### config.mk
export PLATFORM = sky130hd
export DESIGN_NAME = cc_line_encoder
export DESIGN_NICKNAME = d
export VERILOG_FILES = /design/src/rtl/cc_pkg.sv /design/src/rtl/cc_halfbit_clock.sv /design/src/rtl/cc_line_tracker.sv /design/src/rtl/cc_wave_shaper.sv /design/src/rtl/cc_line_encoder.sv
export SDC_FILE = /design/constraint.sdc
export NUM_CORES = 1
export LEC_CHECK = 0
export BUFFER_PORTS_ARGS = -buffer_cell sky130_fd_sc_hd__buf_2
export CORE_MARGIN = 3
export CORE_UTILIZATION = 55
export DETAILED_ROUTE_END_ITERATION = 12
export HOLD_SLACK_MARGIN = 0.03
export PLACE_DENSITY = 0.78
export SLEW_MARGIN = 5
export SYNTH_ARGS = -nofsm -noshare
export SYNTH_HDL_FRONTEND = slang
export SYNTH_SLANG_ARGS = --single-unit
export TNS_END_PERCENT = 20
### constraint.sdc
create_clock -name clk -period 5.9 [get_ports clk]
set_input_delay 1.18 -clock clk [delete_from_list [all_inputs] [get_ports clk]]
set_output_delay 1.18 -clock clk [all_outputs]
set_load 0.02 [all_outputs]
### src/rtl/cc_pkg.sv
// Package cc_pkg
// Shared constants and helpers for the caption line encoder.
// Assumes a frame of run-in, start code and two 8-bit character slots.
package cc_pkg;
    localparam int RUNIN_BITS = 7;
    localparam int START_BITS = 3;
    localparam int CHAR_BITS  = 7;
    localparam int CHAR_SLOTS = CHAR_BITS + 1;
    localparam int FRAME_BITS = RUNIN_BITS + START_BITS + 2 * CHAR_SLOTS;

    typedef enum logic [1:0] {
        SEG_IDLE,
        SEG_RUNIN,
        SEG_START,
        SEG_CHAR
    } seg_e;

    // Parity bit that makes the 8-bit character word hold an odd number of ones.
    function automatic logic odd_parity(input logic [CHAR_BITS-1:0] d);
        return ~^d;
    endfunction
endpackage

### src/rtl/cc_halfbit_clock.sv
// Module cc_halfbit_clock
// Fractional phase accumulator: it adds TICKS per pixel clock modulo the
// line length, so that exactly TICKS half-bit steps occur per line.
// Assumes the line length is at least TICKS, so at most one step happens
// per clock. It restarts at every line start. The index saturates at its
// maximum, which is also its reset value, so that nothing is sent before
// the first line.
module cc_halfbit_clock #(
    parameter int SPL_60 = 858,
    parameter int SPL_50 = 864,
    parameter int TICKS  = 64,
    parameter int HB_W   = $clog2(TICKS) + 1
) (
    input  logic            clk,
    input  logic            rst_n,
    input  logic            line_start,
    input  logic            rate_50,
    output logic [HB_W-1:0] hb
);
    localparam int SPL_MAX = (SPL_60 > SPL_50) ? SPL_60 : SPL_50;
    localparam int ACC_W   = $clog2(SPL_MAX + TICKS + 1);
    localparam logic [HB_W-1:0] HB_MAX = '1;

    logic [ACC_W-1:0] acc;
    logic [ACC_W-1:0] acc_sum;
    logic [ACC_W-1:0] modulus;

    // Select the line length and form the next phase value.
    always_comb begin
        modulus = rate_50 ? ACC_W'(SPL_50) : ACC_W'(SPL_60);
        acc_sum = acc + ACC_W'(TICKS);
    end

    // Advance the phase and step the half-bit index on each wrap.
    always_ff @(posedge clk) begin
        if (!rst_n) begin
            acc <= '0;
            hb  <= HB_MAX;
        end else if (line_start) begin
            acc <= '0;
            hb  <= '0;
        end else if (acc_sum >= modulus) begin
            acc <= acc_sum - modulus;
            if (hb != HB_MAX) hb <= hb + 1'b1;
        end else begin
            acc <= acc_sum;
        end
    end

    a_r4_restart: assert property (@(posedge clk) disable iff (!rst_n)
        line_start |=> (hb == '0));

    a_r4_single_step: assert property (@(posedge clk) disable iff (!rst_n)
        (!line_start && hb != HB_MAX) |=> ((hb - $past(hb)) <= HB_W'(1)));

    a_r4_phase_below_length: assert property (@(posedge clk) disable iff (!rst_n)
        !line_start |=> (acc < modulus || hb == '0));
endmodule

### src/rtl/cc_line_tracker.sv
// Module cc_line_tracker
// Counts lines within a field. The count restarts at 1 when the field
// identifier changes between line starts. The module flags the line that
// matches the target and captures that field's enable bit.
// Assumes hsync is a one-clock pulse at the first sample of each line.
module cc_line_tracker #(
    parameter int LINE_W = 10
) (
    input  logic              clk,
    input  logic              rst_n,
    input  logic              hsync,
    input  logic              field_id,
    input  logic [LINE_W-1:0] target_line,
    input  logic [1:0]        field_en,
    output logic              line_hit,
    output logic              line_en
);
    localparam logic [LINE_W-1:0] LINE_TOP = '1;

    logic              field_q;
    logic [LINE_W-1:0] line_cnt;
    logic [LINE_W-1:0] next_line;

    // Next line number: restart on a field change, else count up and saturate.
    always_comb begin
        if (field_id != field_q)
            next_line = LINE_W'(1);
        else if (line_cnt == LINE_TOP)
            next_line = line_cnt;
        else
            next_line = line_cnt + 1'b1;
    end

    // Update the count, the target match and the enable at each line start.
    always_ff @(posedge clk) begin
        if (!rst_n) begin
            field_q  <= 1'b0;
            line_cnt <= '0;
            line_hit <= 1'b0;
            line_en  <= 1'b0;
        end else if (hsync) begin
            field_q  <= field_id;
            line_cnt <= next_line;
            line_hit <= (next_line == target_line);
            line_en  <= field_en[field_id];
        end
    end

    a_r2_first_line: assert property (@(posedge clk) disable iff (!rst_n)
        (hsync && field_id != field_q) |=> (line_cnt == LINE_W'(1)));

    a_r2_hit_moves_at_line_start: assert property (@(posedge clk) disable iff (!rst_n)
        !hsync |=> ($stable(line_hit) && $stable(line_en)));

    a_r2_count_steps: assert property (@(posedge clk) disable iff (!rst_n)
        (hsync && field_id == field_q && line_cnt != LINE_TOP) |=> (line_cnt == $past(line_cnt) + 1'b1));
endmodule

### src/rtl/cc_wave_shaper.sv
// Module cc_wave_shaper
// Captures the selected field's characters at each line start. It maps the
// half-bit index onto the frame (run-in, start code, two characters with
// odd parity) and registers the resulting two-level luma sample.
// Assumes START_SLOT + FRAME_BITS fits in the 32 bit slots of a line.
module cc_wave_shaper #(
    parameter int LUMA_W     = 10,
    parameter int LVL_BLANK  = 240,
    parameter int LVL_HIGH   = 520,
    parameter int HB_W       = 7,
    parameter int START_SLOT = 4
) (
    input  logic                          clk,
    input  logic                          rst_n,
    input  logic                          hsync,
    input  logic                          field_id,
    input  logic [cc_pkg::CHAR_BITS-1:0]  f0_first,
    input  logic [cc_pkg::CHAR_BITS-1:0]  f0_second,
    input  logic [cc_pkg::CHAR_BITS-1:0]  f1_first,
    input  logic [cc_pkg::CHAR_BITS-1:0]  f1_second,
    input  logic [HB_W-1:0]               hb,
    input  logic                          line_hit,
    input  logic                          line_en,
    output logic [LUMA_W-1:0]             luma,
    output logic                          active
);
    import cc_pkg::*;

    localparam logic signed [7:0] RUN_END   = 8'(RUNIN_BITS);
    localparam logic signed [7:0] START_END = 8'(RUNIN_BITS + START_BITS);
    localparam logic signed [7:0] FRAME_END = 8'(FRAME_BITS);
    localparam logic [LUMA_W-1:0] Y_LOW     = LUMA_W'(LVL_BLANK);
    localparam logic [LUMA_W-1:0] Y_HIGH    = LUMA_W'(LVL_HIGH);

    logic [CHAR_BITS-1:0]  sh_first;
    logic [CHAR_BITS-1:0]  sh_second;
    logic [CHAR_SLOTS-1:0] w_first;
    logic [CHAR_SLOTS-1:0] w_second;
    logic [HB_W-2:0]       slot;
    logic signed [7:0]     rel;
    logic [7:0]            idx;
    seg_e                  seg;
    logic                  data_bit;

    // Capture the characters of the arriving field at the line start.
    always_ff @(posedge clk) begin
        if (!rst_n) begin
            sh_first  <= '0;
            sh_second <= '0;
        end else if (hsync) begin
            sh_first  <= field_id ? f1_first  : f0_first;
            sh_second <= field_id ? f1_second : f0_second;
        end
    end

    // Append the parity bit to each captured character.
    always_comb begin
        w_first  = {odd_parity(sh_first),  sh_first};
        w_second = {odd_parity(sh_second), sh_second};
    end

    // Locate the current bit slot relative to the frame start.
    always_comb begin
        slot = hb[HB_W-1:1];
        rel  = $signed(8'(slot)) - $signed(8'(START_SLOT));
        idx  = 8'(rel - START_END);
    end

    // Choose the frame segment and the bit value it sends.
    always_comb begin
        seg      = SEG_IDLE;
        data_bit = 1'b0;
        if (!rel[7]) begin
            if (rel < RUN_END) begin
                seg      = SEG_RUNIN;
                data_bit = ~hb[0];
            end else if (rel < START_END) begin
                seg      = SEG_START;
                data_bit = (rel == START_END - 8'sd1);
            end else if (rel < FRAME_END) begin
                seg      = SEG_CHAR;
                data_bit = idx[3] ? w_second[idx[2:0]] : w_first[idx[2:0]];
            end
        end
    end

    // Register the luma sample and the override flag.
    always_ff @(posedge clk) begin
        if (!rst_n) begin
            luma   <= Y_LOW;
            active <= 1'b0;
        end else begin
            luma   <= (line_hit && line_en && data_bit) ? Y_HIGH : Y_LOW;
            active <= line_hit;
        end
    end

    a_r9_two_levels: assert property (@(posedge clk) disable iff (!rst_n)
        (luma == Y_LOW || luma == Y_HIGH));

    a_r11_disabled_blank: assert property (@(posedge clk) disable iff (!rst_n)
        (line_hit && !line_en) |=> (luma == Y_LOW));

    a_r10_capture_only_at_start: assert property (@(posedge clk) disable iff (!rst_n)
        !hsync |=> ($stable(sh_first) && $stable(sh_second)));

    a_r12_idle_blank: assert property (@(posedge clk) disable iff (!rst_n)
        (seg == SEG_IDLE) |=> (luma == Y_LOW));

    a_r5_runin_second_half: assert property (@(posedge clk) disable iff (!rst_n)
        (seg == SEG_RUNIN && hb[0]) |=> (luma == Y_LOW));
endmodule

### src/rtl/cc_line_encoder.sv
// Module cc_line_encoder
// Top of the caption line encoder. It clamps the requested line and
// connects the line tracker, the half-bit clock and the wave shaper.
// Assumes a single pixel-clock domain and a one-clock hsync pulse. The
// rate select may change only together with hsync.
module cc_line_encoder #(
    parameter int LUMA_W        = 10,
    parameter int LVL_BLANK     = 240,
    parameter int LVL_HIGH      = 520,
    parameter int SPL_60        = 858,
    parameter int SPL_50        = 864,
    parameter int BITS_PER_LINE = 32,
    parameter int START_SLOT    = 4,
    parameter int LINE_W        = 10,
    parameter int LSEL_W        = 5,
    parameter int LINE_MIN      = 10,
    parameter int LINE_MAX      = 25
) (
    input  logic                          clk,
    input  logic                          rst_n,
    input  logic                          hsync,
    input  logic                          field_id,
    input  logic                          rate_50,
    input  logic [LSEL_W-1:0]             line_sel,
    input  logic [1:0]                    field_en,
    input  logic [cc_pkg::CHAR_BITS-1:0]  f0_first,
    input  logic [cc_pkg::CHAR_BITS-1:0]  f0_second,
    input  logic [cc_pkg::CHAR_BITS-1:0]  f1_first,
    input  logic [cc_pkg::CHAR_BITS-1:0]  f1_second,
    output logic [LUMA_W-1:0]             luma_out,
    output logic                          cc_active
);
    localparam int TICKS = 2 * BITS_PER_LINE;
    localparam int HB_W  = $clog2(TICKS) + 1;

    logic [LINE_W-1:0] sel_ext;
    logic [LINE_W-1:0] eff_line;
    logic [HB_W-1:0]   hb;
    logic              line_hit;
    logic              line_en;

    // Clamp the requested line into the permitted window.
    always_comb begin
        sel_ext = LINE_W'(line_sel);
        if (sel_ext < LINE_W'(LINE_MIN))
            eff_line = LINE_W'(LINE_MIN);
        else if (sel_ext > LINE_W'(LINE_MAX))
            eff_line = LINE_W'(LINE_MAX);
        else
            eff_line = sel_ext;
    end

    cc_line_tracker #(
        .LINE_W (LINE_W)
    ) u_tracker (
        .clk         (clk),
        .rst_n       (rst_n),
        .hsync       (hsync),
        .field_id    (field_id),
        .target_line (eff_line),
        .field_en    (field_en),
        .line_hit    (line_hit),
        .line_en     (line_en)
    );

    cc_halfbit_clock #(
        .SPL_60 (SPL_60),
        .SPL_50 (SPL_50),
        .TICKS  (TICKS),
        .HB_W   (HB_W)
    ) u_bitclk (
        .clk        (clk),
        .rst_n      (rst_n),
        .line_start (hsync),
        .rate_50    (rate_50),
        .hb         (hb)
    );

    cc_wave_shaper #(
        .LUMA_W     (LUMA_W),
        .LVL_BLANK  (LVL_BLANK),
        .LVL_HIGH   (LVL_HIGH),
        .HB_W       (HB_W),
        .START_SLOT (START_SLOT)
    ) u_shaper (
        .clk       (clk),
        .rst_n     (rst_n),
        .hsync     (hsync),
        .field_id  (field_id),
        .f0_first  (f0_first),
        .f0_second (f0_second),
        .f1_first  (f1_first),
        .f1_second (f1_second),
        .hb        (hb),
        .line_hit  (line_hit),
        .line_en   (line_en),
        .luma      (luma_out),
        .active    (cc_active)
    );

    a_r2_blank_when_inactive: assert property (@(posedge clk) disable iff (!rst_n)
        !cc_active |-> (luma_out == LUMA_W'(LVL_BLANK)));

    a_r3_target_in_window: assert property (@(posedge clk) disable iff (!rst_n)
        (eff_line >= LINE_W'(LINE_MIN) && eff_line <= LINE_W'(LINE_MAX)));
endmodule

# Word-level counts from Yosys, hierarchy flattened
# Index checks and enable logic that the tools add are counted.
[totals]
reg_bits = 55
in_bits = 40
out_inout_bits = 11
word_cells = 62
[classes]
addsub = 6
magnitude_cmp = 8
n_eq_ne = 5
n_mux = 23
bitwise = 2
n_reduce_logical = 8
[op_table]
columns = ["cell", "n"]
rows = [
  ["$mux 10", 4],
  ["$mux 7", 5],
  ["$reduce_xnor 7->1", 2],
  ["$add 10x1->10 const B", 1],
  ["$add 10x7->10 const B", 1],
  ["$eq 10x10->1 const B", 1],
  ["$eq 10x5->1", 1],
  ["$ge 10x10->1", 1],
  ["$mux 5", 2],
  ["$sub 10x10->10", 1],
  ["$mux 1", 9],
  ["$add 7x1->7 const B", 1],
  ["$eq 7x5->1 const B", 1],
  ["$lt 7x4->1 const B", 1],
  ["$lt 7x5->1 const B", 1],
  ["$lt 7x6->1 const B", 1],
  ["$ne 7x7->1 const B", 1],
  ["$sub 6x3->7 const B", 1],
  ["$bmux 1 s3", 2],
  ["$mux 6", 1],
  ["$gt 5x5->1 const B", 1],
  ["$lt 5x4->1 const B", 1],
  ["$lt 3x4->1 const B", 1],
  ["$reduce_bool 2->1", 2],
  ["other kinds (7)", 9],
]

# Depth between registers and ports, before layout
# Gate-level depths: netlist of run 1.
[depth]
ltp_word = 11
mapped_depth = 9
mapped_depth_nobuf = 9

# Cells and area by module
# A second synthesis of run 1 with hierarchy kept.
[unflattened]
cells_unflattened = 420
area_unflattened_um2 = 3528.4
[modules_own_cells]
columns = ["mod", "n_inst", "cells_per_inst", "area_each_um2"]
rows = [
  ["cc_wave_shaper", 1, 137, 1272.5],
  ["cc_line_tracker", 1, 161, 1226.2],
  ["cc_halfbit_clock", 1, 112, 968.4],
  ["cc_line_encoder", 1, 10, 61.3],
]

# Least setup slack after synthesis of run 1
# Ideal clock, no wire load.
[synth_timing]
path_kind = "input to register"
from = "in rate_50"
to = "reg u_bitclk.acc[3]"
setup_ns = 0.120
arrival_ns = 2.719
slack_ns = 3.062
path_stages = 9
path_buffers = 1
cell_sequence = "inv_1 > ha_1 > a21oi_1 > nand2b_1 > o221ai_1 > o21ai_0 > clkbuf_1 > mux2i_1 > nor2_1"
[synth_via]
elab_chain_len = 3
[synth_lines]
columns = ["element", "line", "text"]
rows = [
  ["start, declared", "cc_line_encoder.sv:23", "input logic rate_50,"],
  ["$mux 6 (*)", "cc_halfbit_clock.sv:30", "modulus = rate_50 ? ACC_W'(SPL_50) : ACC_W'(SPL_60);"],
  ["$sub 10x10->10 or $ge 10x10->1 (tied branches)", "cc_halfbit_clock.sv:43, cc_halfbit_clock.sv:42", ""],
  ["$mux 10 (*)", "cc_halfbit_clock.sv:42", "end else if (acc_sum >= modulus) begin"],
  ["end signal, assigned", "cc_halfbit_clock.sv:43", "acc <= acc_sum - modulus;"],
  ["end signal, assigned", "cc_halfbit_clock.sv:46", "acc <= acc_sum;"],
  ["end, declared", "cc_halfbit_clock.sv:24", "logic [ACC_W-1:0] acc;"],
]
# Mark *: on every way between the ends. The rest lies on a longest branch, timed or not.
# A chain may end at the register's enable or synchronous reset.

# Final worst setup path of run 1
[layout_timing]
from = "in field_id"
to = "reg u_tracker.line_hit"
[layout_via]
elab_chain_len = 3
[layout_lines]
columns = ["element", "line", "text"]
rows = [
  ["start, declared", "cc_line_encoder.sv:22", "input logic field_id,"],
  ["$ne 1x1->1", "cc_line_tracker.sv:26", "if (field_id != field_q)"],
  ["$mux 10", "cc_line_tracker.sv:26", ""],
  ["$eq 10x5->1", "cc_line_tracker.sv:44", "line_hit <= (next_line == target_line);"],
  ["end signal, assigned", "cc_line_tracker.sv:44", ""],
  ["end, declared", "cc_line_tracker.sv:15", "output logic line_hit,"],
]
# No other way between the ends.

==> results.tsv, run 1 <==
stage	metric	value	unit
global_routing	first-pass GRT wire length	11.3	mm
route	via count	2768	
logic_synthesis	async set or reset register ratio after synthesis	0	%
placement	I/O Buffers	46	
logic_synthesis	synth cell count leaders	dfxtp_1 (46), nor2_1 (36), mux2i_1 (26)	
global_routing	M3 GR Usage	3.25	%
logic_synthesis	Post-Syn Instances	375	
logic_synthesis	synthesized area	3190	um^2
final_layout	Finished Core Util	62.5	%
clocking	clock root buffer	clkbuf_8	
route	post-DR vias/cell	5.84	
logic_synthesis	post-synthesis register bit count	46	
timing	fin crit share	53.1	%
logic_synthesis	Synth top area share	28.9	%
setup_path	Reg-to-Reg End	u_shaper.luma[7]$_SDFF_PN1_	
worst_hold_path	Hold Crit Class	reg2reg	
clocking	CTS tree	yes	
setup_path	Arr. time, crit path	3.35	ns
placement	Placed Area	3340	um^2
global_routing	total track usage	21.1	%
setup_path	CP bufs+invs	1	
worst_hold_path	HP Start	u_bitclk.acc[1]$_SDFFE_PP0N_	
logic_synthesis	post-synth cell types	66	
final_layout	fill cell count	489	
floorplan	DIE AREA	6750	um^2
final_layout	ant diodes	0	
timing	Slew @ Worst Pin	0.904	ns
logic_synthesis	prevailing post-synth register cell	dfxtp_1	
route	Routed Antenna Nets	0	
setup_path	crit path max fanout	18	
setup_path	Startpoint Class	input port	
power	maximum VDD drop	0.155	mV
setup_path	reg2reg setup slack	3.19	ns
clocking	hold_buf cts	0	
logic_synthesis	most common cell in the netlist	dfxtp_1	
setup_path	crit-path leading delay family	XOR/XNOR gates	
floorplan	Die X-Extent	82.2	um
setup_path	critical path class	in2reg	
timing	relative slew slack	39.7	%
logic_synthesis	synthesized area per cell	8.51	um^2
setup_path	Worst R2R Start	u_bitclk.hb[3]$_SDFFE_PN1P_	
global_routing	met1 usage	29.2	%
final_layout	# nets final	456	
worst_hold_path	Hold Path Sink	u_bitclk.acc[1]$_SDFFE_PP0N_	
floorplan	placement row count	27	
placement	placed cells	466	
global_routing	grt total ovfl	0	
floorplan	I/O Pins	51	
timing	shortest period the worst path allows	3.13	ns
clocking	Worst-Skew Late Latency	0.30	ns
setup_path	r2r worst-path depth	8	
floorplan	Core Area	5570	um^2
clocking	CTS clock-pin slew for the worst setup and hold paths	0.08	ns
setup_path	crit-path max cell delay	0.75	ns
route	Pre-Repair DR Iteration Count	6	
timing	endpoints failing setup	0	
final_layout	fin cells	474	
global_routing	vias in the first global route	2429	
timing	Clock Skew	0.00385	ns
logic_synthesis	EDFF count, synth	0	
clocking	clk buf depth	2	
outcome	status	complete, no violations	
global_routing	grt met2 use	34.2	%
floorplan	Die H	82.2	um
route	# DRC	0	
power	leak pwr	0.00144	uW
final_layout	Area Growth Syn to Fin	9.22	%
timing	unrepaired setup endpoints after global routing	no	
floorplan	Initial Util	57.2	%
global_routing	layer with the highest usage	met2	
logic_synthesis	register area share after synthesis	28.9	%
clocking	Num CTS Buffers	5	
setup_path	critical path cell sequence	buf_2 -> xnor2_1 -> nand2_1 -> mux2i_1 -> xnor2_1 -> or4_4 -> o31ai_2	
placement	dpl hpwl	4.84	mm
flow_run	# Max-Cap Violations	0	
setup_path	CP Capture Type	flop	
final_layout	Finished Cell Area	3480	um^2
timing	Fin. Hold Viols	0	
route	WL final	6.78	mm
route	DR WL/cell	14.3	um
clocking	# clock sinks	46	
setup_path	worst endpoint required time	6.11	ns
setup_path	most used cell, CP	xnor2_1	
global_routing	initial antenna violation count	0	
timing	Max Clock Freq	319	MHz
power	pwr/cell area	220	nW/um^2
logic_synthesis	Synth warnings	0	
route	DRT iter0 DRCs	174	
placement	GP Congestion	0.886	
clocking	setup repair bufs after CTS	0	
worst_hold_path	worst hold path depth	2	
timing	final slew viol count	0	
clocking	htree depth	2	
setup_path	CP max-delay cell	xnor2_1	
global_routing	largest net degree at the start of global routing	54	
timing	total negative slack	0	ns
clocking	post-cts resize count	0	
final_layout	layout cell share with drive strength beyond 1	18.7	%
logic_synthesis	synth top area cells	dfxtp_1 (29%), mux2i_1 (8.2%), ha_1 (5.9%), a211oi_1 (5.4%), nor2_1 (4.2%)	
logic_synthesis	Yosys top cell by area	dfxtp_1	
tightest hold or removal path, cell delays in order (launching register included):
cell	delay, ns
dfxtp_1	0.32
nand2_1	0.05
a21oi_1	0.06
cell usage in the layout, fill, tap and decap left out, drive strengths merged, types with 8 or more instances in the layout:
| cell type | synthesis | routed |
|---|---|---|
| a211oi | 23 | 23 |
| a21oi | 16 | 16 |
| buf | 17 | 46 |
| dfxtp | 46 | 46 |
| ha | 15 | 15 |
| inv | 13 | 13 |
| mux2i | 26 | 26 |
| nand2 | 22 | 22 |
| nand3 | 8 | 8 |
| nor2 | 36 | 36 |
| nor3 | 8 | 8 |
| o21ai | 21 | 21 |
| xnor2 | 15 | 15 |
state kept, by name (all words and copies together), names as in the netlist:
signal              cells
u_tracker.line_cnt     10
u_bitclk.acc            9
u_bitclk.hb             7
u_shaper.sh_first       7
u_shaper.sh_second      7
u_shaper.luma           2
u_shaper.active         1
u_tracker.field_q       1
u_tracker.line_en       1
u_tracker.line_hit      1
power by group:
group | switching, uW | total (uW) | internal (uW)
logic | 71.5 | 138 | 66.2
clock network | 106 | 287 | 181
registers | 19.9 | 343 | 323
how the worst max path moves through the flow:
stage / from / end / slack (ns) / depth (start not counted)
after detailed placement: rate_50 / u_bitclk.acc[4]$_SDFFE_PP0N_ / 2.22 / 7
after global routing: field_id / u_tracker.line_hit$_SDFFE_PN0P_ / 2.63 / 7
after floorplan: rate_50 / u_bitclk.acc[3]$_SDFFE_PP0N_ / 3.06 / 9
after global placement: rate_50 / u_bitclk.hb[6]$_SDFFE_PN1P_ / 2.33 / 9
after CTS: rate_50 / u_bitclk.acc[4]$_SDFFE_PP0N_ / 2.56 / 7
final: field_id / u_tracker.line_hit$_SDFFE_PN0P_ / 2.77 / 7
kinds of logic (layout without fill, tap and decap cells):
logic type | count (synthesis) | after routing | share of synthesized area (%)
AND/OR/NAND/NOR | 120 | 120 | 19.6
AO/OA/AOI/OAI | 98 | 98 | 21.3
flip-flops | 46 | 46 | 28.9
buffers and inverters | 43 | 67 | 7.18
multiplexers | 28 | 28 | 9.57
XOR/XNOR | 24 | 24 | 7.45
adder cells (fa/ha/maj) | 15 | 15 | 5.88
other | 1 | 4 | 0.118
metrics by stage:
stage                     setup slack, ns  hold slack [ns]  power, uW
after floorplan                      3.06            0.426        454
after global placement               2.33            0.443        482
after detailed placement             2.22            0.462        486
after CTS                            2.56            0.474        776
after global routing                 2.63            0.502        807
final                                2.77            0.476        768
routing by layer:
| metal | vias up | wire length, um |
|---|---|---|
| li1 | 1416 | - |
| met1 | 1276 | 3120 |
| met2 | 71 | 3260 |
| met3 | 5 | 337 |
| met4 | 0 | 56 |
| met5 | - | 0 |
layout make-up:
cell class                 count  area (um^2)  area share [%]
inverter                      13         48.8            1.40
multi-input combinational    289         2050            58.9
clock buffer                   6         82.6            2.37
tap                           72         90.1            2.59
sequential                    46          921            26.4
clock inverter                 2         60.1            1.72
timing repair buffer          46          230            6.61
Power figures use the tool's default switching activity.
==> run 2, diff against run 1 <==
--- a/config.mk
+++ b/config.mk
@@ -7,10 +7,10 @@
 export LEC_CHECK = 0
 export BUFFER_PORTS_ARGS = -buffer_cell sky130_fd_sc_hd__buf_2
 export CORE_MARGIN = 3
-export CORE_UTILIZATION = 55
+export CORE_UTILIZATION = 52
 export DETAILED_ROUTE_END_ITERATION = 12
 export HOLD_SLACK_MARGIN = 0.03
-export PLACE_DENSITY = 0.78
+export PLACE_DENSITY = 0.77
 export SLEW_MARGIN = 5
 export SYNTH_ARGS = -nofsm -noshare
 export SYNTH_HDL_FRONTEND = slang
==> constraint.sdc (replaced) <==
create_clock -name clk -period 2.6 [get_ports clk]
set_input_delay 0.52 -clock clk [delete_from_list [all_inputs] [get_ports clk]]
set_output_delay 0.52 -clock clk [all_outputs]
set_load 0.02 [all_outputs]
==> results.tsv, run 2 (synthesis gave the netlist of run 1 again) <==
stage	metric	value	unit	change
floorplan	DIE AREA	7110	um^2	was 6750 um^2
setup_path	CP max-delay cell	dfxtp_1		was xnor2_1
timing	final slew viol count	0		unchanged
final_layout	ant diodes	0		unchanged
worst_hold_path	worst hold path depth	2		unchanged
timing	Clock Skew	0.0120	ns	was 0.00385 ns
clocking	CTS clock-pin slew for the worst setup and hold paths	0.09	ns	was 0.08 ns
timing	endpoints failing setup	0		unchanged
worst_hold_path	Hold Crit Class	reg2reg		unchanged
placement	GP Congestion	0.896		was 0.886
global_routing	total track usage	20.1	%	was 21.1%
clocking	Worst-Skew Late Latency	0.30	ns	about the same
route	WL final	6.80	mm	was 6.78 mm
clocking	CTS tree	yes		unchanged
final_layout	largest registers	u_tracker.line_cnt (10), u_bitclk.acc (9)		unchanged
placement	I/O Buffers	46		unchanged
timing	worst hold slack	0.464	ns	was 0.476 ns
flow_run	# Max-Cap Violations	0		unchanged
route	# DRC	0		unchanged
route	Routed Antenna Nets	0		unchanged
timing	shortest period the worst path allows	2.39	ns	
route	via count	2831		was 2,768
timing	Max Clock Freq	418	MHz	
setup_path	worst endpoint required time	2.83	ns	was 6.11 ns
setup_path	Startpoint Class	flop		was input port
timing	relative slew slack	58.9	%	was 39.7%
clocking	Num CTS Buffers	5		unchanged
clocking	htree depth	2		unchanged
timing	unrepaired setup endpoints after global routing	no		unchanged
timing	Fin. Hold Viols	0		unchanged
floorplan	Initial Util	55.9	%	was 57.2%
clocking	clk buf depth	2		unchanged
setup_path	r2r worst-path depth	7		was 8
floorplan	Core Area	5710	um^2	was 5570 um^2
setup_path	critical path class	reg2reg		was in2reg
setup_path	Setup crit start	u_tracker.line_cnt[0]$_SDFFE_PN0P_		was field_id
clocking	hold_buf cts	0		unchanged
final_layout	Area Growth Syn to Fin	10.9	%	was 9.22%
route	post-DR vias/cell	5.83		was 5.84
power	Clk pwr share	32.4	%	was 37.4%
placement	dpl hpwl	5.24	mm	was 4.84 mm
worst_hold_path	Hold Path Sink	u_tracker.line_hit$_SDFFE_PN0P_		was u_bitclk.acc[1]$_SDFFE_PP0N_
floorplan	Die H	84.3	um	was 82.2 um
power	leak pwr	0.00147	uW	was 0.00144 uW
route	DR WL/cell	14.0	um	was 14.3 um
setup_path	Worst R2R Start	u_tracker.line_cnt[0]$_SDFFE_PN0P_		was u_bitclk.hb[3]$_SDFFE_PN1P_
setup_path	critical path cell sequence	ha_1 -> and3_4 -> and3_4 -> mux2i_1 -> xnor2_1 -> or4_4 -> o31ai_2		was buf_2 -> xnor2_1 -> nand2_1 -> mux2i_1 -> xnor2_1 -> or4_4 -> o31ai_2
clocking	clock root buffer	clkbuf_8		unchanged
power	P_sw	452	uW	was 198 uW
clocking	# clock sinks	46		unchanged
timing	Slew @ Worst Pin	0.613	ns	was 0.904 ns
timing	fin crit share	92.0	%	
floorplan	placement row count	27		unchanged
route	DRT iter0 DRCs	170		was 174
power	pwr/cell area	463	nW/um^2	was 220 nW/um^2
final_layout	Reg with most FFs	u_tracker.line_cnt		unchanged
clocking	post-cts resize count	0		unchanged
setup_path	CP bufs+invs	0		was 1
final_layout	# nets final	468		was 456
power	Int Pwr	1190	uW	was 570 uW
setup_path	Reg-to-Reg End	u_tracker.line_hit$_SDFFE_PN0P_		was u_shaper.luma[7]$_SDFF_PN1_
final_layout	max reg flops	10		unchanged
outcome	status	complete, no violations		unchanged
setup_path	CP Capture Type	flop		unchanged
global_routing	grt total ovfl	0		unchanged
global_routing	largest net degree at the start of global routing	31		was 54
global_routing	initial antenna violation count	0		unchanged
timing	total negative slack	0	ns	unchanged
setup_path	crit-path leading delay family	simple AND/OR/NAND/NOR gates		was XOR/XNOR gates
route	Pre-Repair DR Iteration Count	4		was 6
worst_hold_path	HP Start	u_tracker.line_hit$_SDFFE_PN0P_		was u_bitclk.acc[1]$_SDFFE_PP0N_
power	maximum VDD drop	0.363	mV	was 0.155 mV
setup_path	crit path max fanout	9		was 18
final_layout	most frequent cells in the layout	buf_2 (46), dfxtp_1 (46), nor2_1 (36)		unchanged
final_layout	fill cell count	506		was 489
setup_path	crit-path max cell delay	0.48	ns	was 0.75 ns
floorplan	I/O Pins	51		unchanged
power	Tot Pwr	1640	uW	was 768 uW
power	share of power burned in registers	46.8	%	was 44.7%
global_routing	first-pass GRT wire length	12.2	mm	was 11.3 mm
setup_path	reg2reg setup slack	0.21	ns	was 3.19 ns
final_layout	layout cell share with drive strength beyond 1	20.5	%	was 18.7%
setup_path	Arr. time, crit path	2.62	ns	was 3.35 ns
floorplan	Die X-Extent	84.3	um	was 82.2 um
power	Logic pwr share	20.8	%	was 17.9%
setup_path	most used cell, CP	and3_4		was xnor2_1
power	sw frac	27.6	%	was 25.8%
clocking	setup repair bufs after CTS	0		unchanged
global_routing	vias in the first global route	2756		was 2,429
[run 2: power by group through the flow]
| stage | sequential (uW) | clock [uW] | combinational [uW] |
|---|---|---|---|
| global placement | 781 | 0 | 329 |
| floorplan | 775 | 0 | 255 |
| finish | 766 | 530 | 341 |
| CTS | 766 | 535 | 341 |
| detailed placement | 783 | 0 | 338 |
| global route | 772 | 564 | 383 |
[run 2: final cells by class]
type,instances,area [um^2],area share (%)
Clock buffer,7,76.3,2.16
Clock inverter,1,30.0,0.849
Inverter,13,48.8,1.38
Multi-Input combinational cell,289,2050,58.0
Sequential cell,46,921,26.0
Tap cell,72,90.1,2.55
Timing Repair Buffer,58,320,9.05
[run 2: metrics by stage]
| step | instances | area, um^2 | utilization, % | worst slack [ns] |
|---|---|---|---|---|
| 6_report | 486 | 3540 | 62.0 | 0.208 |
| 5_1_grt | 486 | 3540 | 62.0 | 0.0577 |
| 3_5_place_dp | 478 | 3430 | 60.1 | 0.170 |
| 4_1_cts | 486 | 3540 | 62.0 | 0.222 |
| 2_1_floorplan | 378 | 3200 | - | 0.157 |
| 3_3_place_gp | 478 | 3430 | 60.1 | 0.253 |
[run 2: routing by layer]
metal	global-route usage, %	wire length, um	up-vias
met5	0	0	-
met4	6.33	89	0
met3	3.63	274	9
met2	34.0	3240	69
met1	26.0	3200	1316
li1	-	-	1437
[run 2: how the worst max path moves through the flow]
stage / endpoint / depth (start not counted)
2_1_floorplan: u_shaper.luma[7]$_SDFF_PN1_ / 9
3_3_place_gp: u_bitclk.hb[1]$_SDFFE_PN1P_ / 9
3_5_place_dp: u_bitclk.hb[1]$_SDFFE_PN1P_ / 7
4_1_cts: u_tracker.line_hit$_SDFFE_PN0P_ / 7
5_1_grt: u_tracker.line_hit$_SDFFE_PN0P_ / 7
6_report: u_tracker.line_hit$_SDFFE_PN0P_ / 7
[run 2: tightest hold or removal path, delay by kind of cell (launching register included)]
family | cells | cell delay [ns]
AND/OR/NAND/NOR | 1 | 0.06
flip-flops | 1 | 0.33
AO/OA/AOI/OAI | 1 | 0.05
